File: src/rtl/addmul_pkg.sv
package addmul_pkg;

   typedef enum logic {
      ST_IDLE = 1'b0,
      ST_RUN  = 1'b1
   } addmul_state_e;

   // Adder variants for the accumulator
   localparam int ADD_FLAT  = 0;
   localparam int ADD_SPLIT = 1;

endpackage

File: src/rtl/addmul_ctrl.sv
module addmul_ctrl
   import addmul_pkg::*;
(
   input  logic clk,
   input  logic rst_n,
   input  logic start_i,
   input  logic cnt_zero_i,
   output logic load_o,
   output logic step_o,
   output logic busy_o,
   output logic done_o
);

   addmul_state_e state_q, state_d;
   logic          done_q;

   always_comb begin
      state_d = state_q;
      unique case (state_q)
         ST_IDLE: if (start_i)    state_d = ST_RUN;
         ST_RUN:  if (cnt_zero_i) state_d = ST_IDLE;
         default:                 state_d = ST_IDLE;
      endcase
   end

   always_ff @(posedge clk or negedge rst_n) begin
      if (!rst_n) begin
         state_q <= ST_IDLE;
         done_q  <= 1'b0;
      end else begin
         state_q <= state_d;
         done_q  <= (state_q == ST_RUN) && cnt_zero_i;
      end
   end

   assign load_o = (state_q == ST_IDLE) && start_i;
   assign step_o = (state_q == ST_RUN) && !cnt_zero_i;
   assign busy_o = (state_q == ST_RUN);
   assign done_o = done_q;

   // completion lasts a single cycle
   p_done_single_r4: assert property (@(posedge clk) disable iff (!rst_n)
      done_o |=> !done_o);

   // a running job with work left stays running whatever start does
   p_run_holds_r7: assert property (@(posedge clk) disable iff (!rst_n)
      (busy_o && !cnt_zero_i) |=> busy_o);

   // completion follows a run that saw the counter at zero
   p_done_after_run_r4: assert property (@(posedge clk) disable iff (!rst_n)
      (busy_o && cnt_zero_i) |=> (done_o && !busy_o));

endmodule

File: src/rtl/addmul_cnt.sv
module addmul_cnt #(
   parameter int OPW = 8
) (
   input  logic           clk,
   input  logic           rst_n,
   input  logic           load_i,
   input  logic           step_i,
   input  logic [OPW-1:0] a_i,
   output logic           zero_o
);

   localparam logic [OPW-1:0] ONE = OPW'(1);

   logic [OPW-1:0] cnt_q;

   always_ff @(posedge clk or negedge rst_n) begin
      if (!rst_n)
         cnt_q <= '0;
      else if (load_i)
         cnt_q <= a_i;
      else if (step_i && (cnt_q != '0))
         cnt_q <= cnt_q - ONE;
   end

   assign zero_o = (cnt_q == '0);

   // zero is sticky until a load
   p_no_wrap_r9: assert property (@(posedge clk) disable iff (!rst_n)
      (zero_o && !load_i) |=> zero_o);

   // one step lowers the count by exactly one
   p_dec_one_r3: assert property (@(posedge clk) disable iff (!rst_n)
      (step_i && !load_i) |=> (cnt_q == $past(cnt_q) - ONE));

endmodule

File: src/rtl/addmul_acc.sv
module addmul_acc
   import addmul_pkg::*;
#(
   parameter int OPW       = 8,
   parameter int ADD_STYLE = ADD_FLAT
) (
   input  logic             clk,
   input  logic             rst_n,
   input  logic             load_i,
   input  logic             step_i,
   input  logic [OPW-1:0]   b_i,
   output logic [2*OPW-1:0] prod_o
);

   localparam int PW = 2 * OPW;
   localparam int HW = PW / 2;

   logic [OPW-1:0] breg_q;
   logic [PW-1:0]  prod_q;
   logic [PW-1:0]  sum;
   logic [PW-1:0]  addend;

   assign addend = {{(PW-OPW){1'b0}}, breg_q};

   generate
      if (ADD_STYLE == ADD_SPLIT) begin : g_split
         logic [HW:0]    lo_sum;
         logic [PW-HW-1:0] hi_sum;
         assign lo_sum = {1'b0, prod_q[HW-1:0]} + {1'b0, addend[HW-1:0]};
         assign hi_sum = prod_q[PW-1:HW] + addend[PW-1:HW]
                       + {{(PW-HW-1){1'b0}}, lo_sum[HW]};
         assign sum    = {hi_sum, lo_sum[HW-1:0]};
      end else begin : g_flat
         assign sum = prod_q + addend;
      end
   endgenerate

   always_ff @(posedge clk or negedge rst_n) begin
      if (!rst_n) begin
         breg_q <= '0;
         prod_q <= '0;
      end else if (load_i) begin
         breg_q <= b_i;
         prod_q <= '0;
      end else if (step_i) begin
         prod_q <= sum;
      end
   end

   assign prod_o = prod_q;

   // an accepted start clears the accumulator
   p_clear_r2: assert property (@(posedge clk) disable iff (!rst_n)
      load_i |=> (prod_o == '0));

   // each step adds the captured addend
   p_add_step_r3: assert property (@(posedge clk) disable iff (!rst_n)
      (step_i && !load_i) |=> (prod_o == $past(prod_o) + {{(PW-OPW){1'b0}}, $past(breg_q)}));

   // no load and no step leaves the product untouched
   p_hold_r8: assert property (@(posedge clk) disable iff (!rst_n)
      (!load_i && !step_i) |=> $stable(prod_o));

endmodule

File: src/rtl/addmul_top.sv
module addmul_top
   import addmul_pkg::*;
#(
   parameter int OPW       = 8,
   parameter int ADD_STYLE = ADD_FLAT
) (
   input  logic             clk,
   input  logic             rst_n,
   input  logic             start_i,
   input  logic [OPW-1:0]   opa_i,
   input  logic [OPW-1:0]   opb_i,
   output logic [2*OPW-1:0] prod_o,
   output logic             zero_o,
   output logic             done_o
);

   generate
      if (OPW < 1) begin : g_bad_width
         initial $fatal(1, "addmul_top: OPW must be at least 1");
      end
      if (ADD_STYLE != ADD_FLAT && ADD_STYLE != ADD_SPLIT) begin : g_bad_style
         initial $fatal(1, "addmul_top: unknown ADD_STYLE");
      end
   endgenerate

   logic load, step, busy, cnt_zero;

   addmul_ctrl u_ctrl (
      .clk        (clk),
      .rst_n      (rst_n),
      .start_i    (start_i),
      .cnt_zero_i (cnt_zero),
      .load_o     (load),
      .step_o     (step),
      .busy_o     (busy),
      .done_o     (done_o)
   );

   addmul_cnt #(.OPW(OPW)) u_cnt (
      .clk    (clk),
      .rst_n  (rst_n),
      .load_i (load),
      .step_i (step),
      .a_i    (opa_i),
      .zero_o (cnt_zero)
   );

   addmul_acc #(.OPW(OPW), .ADD_STYLE(ADD_STYLE)) u_acc (
      .clk    (clk),
      .rst_n  (rst_n),
      .load_i (load),
      .step_i (step),
      .b_i    (opb_i),
      .prod_o (prod_o)
   );

   assign zero_o = cnt_zero;

   // a start seen while running does not restart the accumulator
   p_busy_start_ignored_r7: assert property (@(posedge clk) disable iff (!rst_n)
      (busy && start_i && !cnt_zero) |=> (prod_o != '0 || $past(prod_o) == '0));

endmodule

File: config.mk
export PLATFORM = sky130hd
export DESIGN_NAME = addmul_top
export DESIGN_NICKNAME = d
export VERILOG_FILES = /design/src/rtl/addmul_pkg.sv /design/src/rtl/addmul_ctrl.sv /design/src/rtl/addmul_cnt.sv /design/src/rtl/addmul_acc.sv /design/src/rtl/addmul_top.sv
export SDC_FILE = /design/constraint.sdc
export NUM_CORES = 1
export LEC_CHECK = 0
export CORE_ASPECT_RATIO = 1.4
export CORE_UTILIZATION = 46
export CTS_BUF_LIST = sky130_fd_sc_hd__clkbuf_8
export CTS_CLUSTER_DIAMETER = 120
export DETAILED_ROUTE_END_ITERATION = 10
export PLACE_DENSITY = 0.71
export SETUP_SLACK_MARGIN = 0.02
export SYNTH_ARGS = -nofsm -noshare
export SYNTH_HDL_FRONTEND = slang
export SYNTH_HIERARCHICAL = 1
export SYNTH_SLANG_ARGS = --single-unit
export TNS_END_PERCENT = 50
File: constraint.sdc
create_clock -name clk -period 5.8 [get_ports clk]
set_input_delay 1.74 -clock clk [delete_from_list [all_inputs] [get_ports clk]]
set_output_delay 1.74 -clock clk [all_outputs]
set_load 0.1 [all_outputs]
==> summary.md, run 1 <==
| Metric | Value |
|---|---|
| Outcome | complete, no violations |
| Mapped cell area | 2030 um2 |
| Fin crit share | 81.1% |
| Number of DRC markers in iteration 0 | 55 |
| Post-DRT Antenna Nets | 0 |
| Setup tns final | 0 ps |
| Final Hold Violating Endpoints | 0 |
| Post-CTS setup buffers | 0 |
| Io pins | 37 |
| Reg clk slew, reported paths | 70 ps |
| Register area share after synthesis | 41.8% |
| CTS resizes | 0 |
| Most frequent cells in the layout | clkdlybuf4s50_1 (36), dfrtp_1 (34), nor2_1 (23) |
| Max Cap Viol | 0 |
| Largest net degree at the start of global routing | 35 |
| Die area | 4700 um2 |
| Chip Height | 80.7 um |
| CTS Buf Count | 5 |
| Pre-CTS setup slack | 1430 ps |
| Warnings from Yosys | 6 |
| Core box area | 4240 um2 |
| CP peak stage delay | 1200 ps |
| Syn avg cell area | 9.83 um2 |
| Clock Tree Root | clkbuf_8 |
| GP Congestion | 0.783 |
| Synthesized Nets | 237 |
| Sink Count | 34 |
| Remaining Overflow, GRT | 0 |
| Fin area | 2550 um2 |
| Via density | 5.58 |
| Maximum fanout along the worst path | 4 |
| Final wirelength | 4370 um |
| Area Overhead vs Synth | 25.2% |
| Instance count of the mapped netlist | 207 |
| Vias in the first global route | 1668 |
| Ys flop type | dfrtp_1 |
| Synth area leader | dfrtp_1 |
| Worst path bufs/invs | 2 |
| Relative slew slack | 35.0% |
| Post-synthesis async set-or-reset flop share | 100% |
| Delay-heaviest family, CP | buffers and inverters |
| H-tree levels | 2 |
| Worst EP arrival | 2970 ps |
| Worst EP required | 4060 ps |
| Starting density of the core | 48.0% |
| CP endpoint kind | primary output |
| Crit path cell chain | inv_1 -> ha_1 -> or3b_2 -> nor2_1 -> clkdlybuf4s50_1 |
| Detailed Place HPWL | 3180 um |
| Tightest Pin Transition | 972 ps |
| Layout cells sized above 1 | 11.3% |
| Min-delay worst type | flip-flop to flip-flop |
| Clk_skew | 3.69 ps |
| Fill cell count | 377 |
| Initial antenna violation count | 0 |
| Flops & latches, synth | 34 |
| Worst path slowest cell | clkdlybuf4s50_1 |
| Ant diodes | 0 |
| DRT Pass-1 Iters | 4 |
| Drt wl/cell | 14.2 um |
| Hold slack | 522 ps |
| Distinct cell type count after synthesis | 51 |
| Clock Path Buffers | 2 |
| Synth area leaders | dfrtp_1 (42%), ha_1 (6.2%), mux2_2 (5.5%) |
| DR DRC count | 0 |
| Hold Buf Count CTS | 0 |
| Max Clock Freq | 0.212 GHz |
| Number of flops mapped to enable cells by yosys | 0 |
| Setup Viol. Count Final | 0 |
| First-pass GRT wire length | 7580 um |
| WS Path Type | flip-flop to primary output |
| Fin worst setup slack | 1090 ps |
| Clock Latency Late Sink | 290 ps |
| Routed vias | 1713 |
| Gr usage total | 21.3% |
| Synth top area share | 41.8% |
| Port bufs | 36 |
| CP startpoint kind | flip-flop |
| Placed instance area | 2470 um2 |
| Fin crit period | 4710 ps |
| Commonest non-fill, non-tap cell in the layout | clkdlybuf4s50_1 |
| Max-slew violation count | 0 |
| Fin nets | 277 |
| CTS tree | done |
| Die Wd | 58.2 um |
| Row Count | 28 |
| RSZ-0062 raised after global routing | false |
through the flow:
stage | utilization, % | cells
floorplan | - | 207
global placement | 58.2 | 300
detailed placement | 58.2 | 300
CTS | 60.1 | 307
global route | 60.1 | 307
finish | 60.1 | 307
synthesized netlist by cell type, types with 2 or more instances:
cell	count
and3_1	2
mux2_2	10
mux2i_1	2
nand2_1	6
nor2b_1	8
a211oi_1	2
nor2_1	23
a21o_1	3
nor3_1	4
a22o_1	4
ha_1	10
a221o_1	2
o211ai_1	2
a31oi_1	2
nand2b_1	2
nand4_1	5
clkbuf_1	3
dfrtp_1	34
xnor2_1	6
inv_1	7
or4_1	3
nor3b_1	3
o31ai_1	4
or3_1	3
o21ai_0	9
nand3_1	11
a21oi_1	11
buf_2	3
layer usage:
layer / GRT usage [%] / part of all wire, %
met3: 4.35 / 3.4
met1: 24.6 / 42
met2: 36.4 / 52
met4: 11.4 / 2.0
met5: 0 / 0
sequential cells by signal, summed over array words and instances, names as in the netlist:
register and flops:
u_acc/prod_o 16, u_acc/breg_q 8, u_cnt/cnt_q 8, u_ctrl/busy_o 1, u_ctrl/done_o 1
logic make-up (layout without fill, tap and decap cells):
group                    count (synthesis)  count (layout)  synth area share (%)
flip-flops                              34              34                  41.8
buffers and inverters                   14              54                  2.77
multiplexers                            13              13                  7.07
XOR/XNOR                                 7               7                  3.01
adder cells (fa/ha/maj)                 11              11                  7.13
AO/OA/AOI/OAI                           51              51                  18.1
AND/OR/NAND/NOR                         77              77                  20.1
worst paths after layout:
path | startpoint | endpoint | slack, ps | cells past startpoint
max | u_cnt/cnt_q[0] | zero_o | 1090 | 5
min | u_acc/breg_q[7] | u_acc/breg_q[7] | 520 | 1
max reg2reg | u_cnt/cnt_q[0] | u_acc/prod_o[13] | 3070 | 11
min reg2reg | u_acc/breg_q[7] | u_acc/breg_q[7] | 520 | 1
min in group asynchronous | rst_n | u_acc/breg_q[3] | 1850 | 2
max in group asynchronous | rst_n | u_acc/prod_o[13] | 3640 | 2
cell type report:
cell class                 instances  area (um2)  area share (%)
clock inverter                     2        10.0           0.393
tap                               60        75.1            2.95
multi-input combinational        159        1130            44.4
clock buffer                       5        68.8            2.70
inverter                           8        30.0            1.18
timing repair buffer              39         383            15.0
sequential                        34         851            33.4
Power of run 1 is not shown: default switching activity piles up to over one toggle a cycle in this logic, so the estimate is an artifact.
==> run 2: changes to the inputs <==
- clock period: 5.8 -> 4.88 ns (I/O delays scaled with it)
==> summary.md, run 2 (same netlist as run 1, synthesis figures left out) <==
| Metric | Value |
|---|---|
| Outcome | complete, no violations |
| Layout cells sized above 1 | 11.7% (+0.36 points) |
| Most frequent cells in the layout | clkdlybuf4s50_1 (35), dfrtp_1 (34), nor2_1 (23) |
| Delay-heaviest family, CP | simple AND/OR/NAND/NOR gates |
| Max Cap Viol | 0 (unchanged) |
| Gr usage total | 19.9% (-1.5 points) |
| Setup Viol. Count Final | 0 (unchanged) |
| CTS tree | done |
| Fin crit period | 3590 ps |
| WS Path Type | flip-flop to primary output |
| Hold Buf Count CTS | 0 (unchanged) |
| Commonest non-fill, non-tap cell in the layout | clkdlybuf4s50_1 |
| Final wirelength | 4180 um (-4.2%) |
| Starting density of the core | 48.0% (unchanged) |
| Sink Count | 34 (unchanged) |
| GP Congestion | 0.772 (-1.4%) |
| Worst path bufs/invs | 2 (unchanged) |
| Worst Setup EP | zero_o |
| Global route hottest layer | met2 |
| Levels on crit path | 5 (unchanged) |
| Clock Latency Late Sink | 280 ps (about the same) |
| H-tree levels | 2 (unchanged) |
| Via density | 5.50 (-1.4%) |
| Clk_skew | 5.18 ps (+1.50 ps) |
| Fin area | 2560 um2 (+0.39%) |
| Vias in the first global route | 1582 (-5.2%) |
| Clock Tree Root | clkbuf_8 |
| Ant diodes | 0 (unchanged) |
| FF-to-FF Start | u_cnt/cnt_q[0] |
| Maximum fanout along the worst path | 4 (unchanged) |
| Initial antenna violation count | 0 (unchanged) |
| CP startpoint kind | flip-flop |
| Chip Height | 80.7 um (unchanged) |
| Placed instance area | 2470 um2 (-0.10%) |
| Crit path cell chain | inv_1 -> ha_1 -> or3b_2 -> nor2_1 -> buf_4 |
| Post-CTS setup buffers | 0 (unchanged) |
| Detailed Place HPWL | 2990 um (-6.1%) |
| Met3 Usage GRT | 3.86% (-0.48 points) |
| Die Wd | 58.2 um (unchanged) |
| Met2 global-route usage | 35.7% (-0.69 points) |
| Fill cell count | 367 (-2.7%) |
| Max-slew violation count | 0 (unchanged) |
| Io pins | 37 (unchanged) |
| Register area | 851 um2 (unchanged) |
| CTS Buf Count | 5 (unchanged) |
| Number of DRC markers in iteration 0 | 70 (+27%) |
| Fin crit share | 73.5% |
| Reg clk slew, reported paths | 70 ps (about the same) |
| Fin nets | 277 (unchanged) |
| Worst EP required | 3420 ps (-640 ps) |
| Core box area | 4240 um2 (unchanged) |
| CTS resizes | 0 (unchanged) |
| RSZ-0062 raised after global routing | false |
| Final Hold Violating Endpoints | 0 (unchanged) |
| Clock Path Buffers | 2 (unchanged) |
| Tightest Pin Transition | 968 ps (-3.62 ps) |
| Worst EP arrival | 2120 ps (-850 ps) |
| Remaining Overflow, GRT | 0 (unchanged) |
| CP endpoint kind | primary output |
| Largest net degree at the start of global routing | 35 (unchanged) |
| DRT Pass-1 Iters | 4 (unchanged) |
| Reg-to-reg critical path endpoint | u_acc/prod_o[13] |
| Relative slew slack | 35.2% (+0.24 points) |
| Die area | 4700 um2 (unchanged) |
| Port bufs | 36 (unchanged) |
| Max Clock Freq | 0.279 GHz |
| CP Launch Point | u_cnt/cnt_q[0] |
| Drt wl/cell | 13.6 um (-4.5%) |
| CP peak stage delay | 500 ps (-700 ps) |
| Setup tns final | 0 ps (unchanged) |
| Area Overhead vs Synth | 25.7% |
| R2R depth | 11 (unchanged) |
| Min-delay worst type | flip-flop to flip-flop |
| Reg2reg setup slack | 2130 ps (-940 ps) |
| Met1 usage | 22.9% (-1.7 points) |
| Number of flip-flops in the largest register | 16 (unchanged) |
| First-pass GRT wire length | 7200 um (-5.1%) |
| Routed vias | 1695 (-1.1%) |
| DR DRC count | 0 (unchanged) |
| Area of the multi-input gates | 1130 um2 (unchanged) |
| Post-DRT Antenna Nets | 0 (unchanged) |
| Worst path slowest cell | or3b_2 |
| Row Count | 28 (unchanged) |
==> run 2: cell types whose count changed in the layout (fill, tap and decap cells not counted), sizes merged <==
cell and delta:
clkinv -1, clkdlybuf4s50 -1, buf +1, clkbuf +1
inv +1
==> run 2: final cells by class <==
class                   instances  area share (%)
clock buffers                   6            3.23
clock inverters                 2           0.342
inverters                       8            1.17
multi-input cells             159            44.2
flip-flops and latches         34            33.3
well taps                      60            2.94
repair buffers                 39            14.9
==> run 2: through the flow <==
step | worst slack [ps] | util [%] | instances | hold slack, ps
global placement | 1350 | 58.2 | 300 | 505
floorplan | 950 | - | 207 | 485
global route | 1220 | 60.3 | 308 | 551
CTS | 1280 | 60.3 | 308 | 521
detailed placement | 1280 | 58.2 | 300 | 504
finish | 1290 | 60.3 | 308 | 518
==> run 2: worst reg2reg max path, delay by kind of cell (launching register included) <==
kind | cells | cell delay [ps]
and+or+nand+nor | 6 | 1350
DFF | 1 | 400
buffers and inverters | 2 | 320
muxes | 1 | 280
adders and majority gates | 1 | 200
AOI/OAI and AO/OA | 1 | 70
==> run 2: how the worst min path moves through the flow <==
stage	from	to	slack (ps)	cells past startpoint
finish	u_acc/breg_q[2]	u_acc/breg_q[2]	520	1
global route	u_acc/breg_q[3]	u_acc/breg_q[3]	550	1
CTS	u_acc/breg_q[2]	u_acc/breg_q[2]	520	1
detailed placement	u_acc/breg_q[2]	u_acc/breg_q[2]	500	1
global placement	u_acc/breg_q[5]	u_acc/breg_q[5]	500	1
floorplan	u_acc/breg_q[2]	u_acc/breg_q[2]	480	1
==> run 2: per-layer routing <==
| metal | routed length (um) | share of wire, % | vias to the layer above |
|---|---|---|---|
| met2 | 2210 | 53 | 41 |
| met5 | 0 | 0 | - |
| met3 | 166 | 4.0 | 5 |
| li1 | - | - | 839 |
| met1 | 1760 | 42 | 810 |
| met4 | 47 | 1.1 | 0 |
Power of run 2 is left out for the same reason.
==> run 3: changes to the inputs <==
- clock period: 4.88 -> 3.6 ns (I/O delays scaled with it)
==> summary.md, run 3 (same netlist as run 1, synthesis figures left out) <==
| Metric | Value |
|---|---|
| Outcome | complete, no violations |
| Reg clk slew, reported paths | 70 ps (about the same) |
| Commonest non-fill, non-tap cell in the layout | dfrtp_1 |
| Final wirelength | 4290 um (+2.6%) |
| Io pins | 37 (unchanged) |
| Routed vias | 1720 (+1.5%) |
| CTS Buf Count | 5 (unchanged) |
| Hold Path End | u_acc/breg_q[3] |
| Dpl cells | 301 (+0.33%) |
| Uppermost layer routed | met4 |
| Metal2 WL | 2210 um (unchanged) |
| Post-DRT Antenna Nets | 0 (unchanged) |
| Gr usage total | 20.2% (+0.36 points) |
| Pre-CTS setup slack | 837 ps (-445 ps) |
| Met3 wire len | 132 um (-20%) |
| CTS resizes | 0 (unchanged) |
| FF-to-FF Start | u_cnt/cnt_q[0] |
| Layout Utilization | 59.3% (-1.1 points) |
| Clock Path Buffers | 2 (unchanged) |
| Reg-to-reg critical path endpoint | u_cnt/cnt_q[3] |
| Worst EP arrival | 1990 ps (-130 ps) |
| Chip Height | 80.7 um (unchanged) |
| Fin crit period | 3070 ps |
| Via density | 5.58 (+1.5%) |
| GP Congestion | 0.794 (+2.9%) |
| H-tree levels | 2 (unchanged) |
| Die Wd | 58.2 um (unchanged) |
| Min-delay src | u_acc/breg_q[3] |
| Row Count | 28 (unchanged) |
| CTS tree | done |
| Worst EP required | 2520 ps (-900 ps) |
| Layout cells sized above 1 | 19.4% (+7.7 points) |
| R2R depth | 8 (-3) |
| Vias in the first global route | 1548 (-2.1%) |
| Ant diodes | 0 (unchanged) |
| Non-filler cells, final | 308 (unchanged) |
| Drt wl/cell | 13.9 um (+2.6%) |
| Post-CTS setup buffers | 0 (unchanged) |
| Max Clock Freq | 0.326 GHz |
| Fin worst setup slack | 532 ps (-760 ps) |
| Core box area | 4240 um2 (unchanged) |
| Maximum fanout along the worst path | 4 (unchanged) |
| Min-delay worst type | flip-flop to flip-flop |
| Hold Buf Count CTS | 0 (unchanged) |
| Number of flip-flops in the largest register | 16 (unchanged) |
| Die area | 4700 um2 (unchanged) |
| Detailed Place HPWL | 3160 um (+5.6%) |
| WS Path Type | flip-flop to primary output |
| Most frequent cells in the layout | dfrtp_1 (34), buf_4 (22), nor2_1 (22) |
| CP endpoint kind | primary output |
| Fin nets | 278 (+0.36%) |
| Relative slew slack | 56.1% (+21 points) |
| Setup Viol. Count Final | 0 (unchanged) |
| Largest net degree at the start of global routing | 35 (unchanged) |
| Initial antenna violation count | 0 (unchanged) |
| Clock Latency Late Sink | 290 ps (about the same) |
| DR DRC count | 0 (unchanged) |
| DRT Pass-1 Iters | 4 (unchanged) |
| Tightest Pin Transition | 653 ps (-315 ps) |
| Wl on met1 | 1890 um (+7.3%) |
| Final Hold Violating Endpoints | 0 (unchanged) |
| CP startpoint kind | flip-flop |
| Area Overhead vs Synth | 23.5% |
| Max Cap Viol | 0 (unchanged) |
| Clock Tree Root | clkbuf_8 |
| Setup tns final | 0 ps (unchanged) |
| Starting density of the core | 48.0% (unchanged) |
| Max-slew violation count | 0 (unchanged) |
| Fin crit share | 85.2% |
| CP Launch Point | u_cnt/cnt_q[0] |
| Clk_skew | 8.72 ps (+3.54 ps) |
| Worst hold stages | 1 (unchanged) |
| Remaining Overflow, GRT | 0 (unchanged) |
| Sink Count | 34 (unchanged) |
| Number of DRC markers in iteration 0 | 61 (-13%) |
| Reg2reg setup slack | 940 ps (-1190 ps) |
| First-pass GRT wire length | 7130 um (-0.86%) |
| Port bufs | 36 (unchanged) |
| RSZ-0062 raised after global routing | false |
[run 3: routing by layer]
metal	vias up	global-route usage, %
met3	5	3.86
met1	830	24.4
li1	843	-
met5	-	0
met4	0	7.38
met2	42	35.2
[run 3: area by class of cell]
cell class | instances | area, um2
Sequential cell | 34 | 851
Inverter | 8 | 30.0
Tap cell | 60 | 75.1
Clock buffer | 5 | 68.8
Timing Repair Buffer | 40 | 345
Multi-Input combinational cell | 159 | 1130
Fill cell | 398 | 1730
Clock inverter | 2 | 10.0
[run 3: how the worst max path moves through the flow]
stage / end / slack (ps) / cells after the start
5_1_grt: zero_o / 470 / 5
3_3_place_gp: u_acc/breg_q[3] / 860 / 5
3_5_place_dp: u_acc/prod_o[6] / 840 / 6
6_report: zero_o / 530 / 5
4_1_cts: zero_o / 530 / 5
2_1_floorplan: u_acc/prod_o[13] / 310 / 10
[run 3: critical path, stage by stage, from the launching register on]
cell and delay (ps):
dfrtp_1 400, inv_1 100, ha_1 200, or3b_2 500, nor2_2 180, buf_4 320
[run 3: through the flow]
| stage | hold slack [ps] | cell area, um2 |
|---|---|---|
| after CTS | 529 | 2510 |
| final | 520 | 2510 |
| after detailed placement | 512 | 2430 |
| after global placement | 505 | 2430 |
| after floorplan | 485 | 2040 |
| after global routing | 535 | 2510 |
Power of run 3 is left out for the same reason.
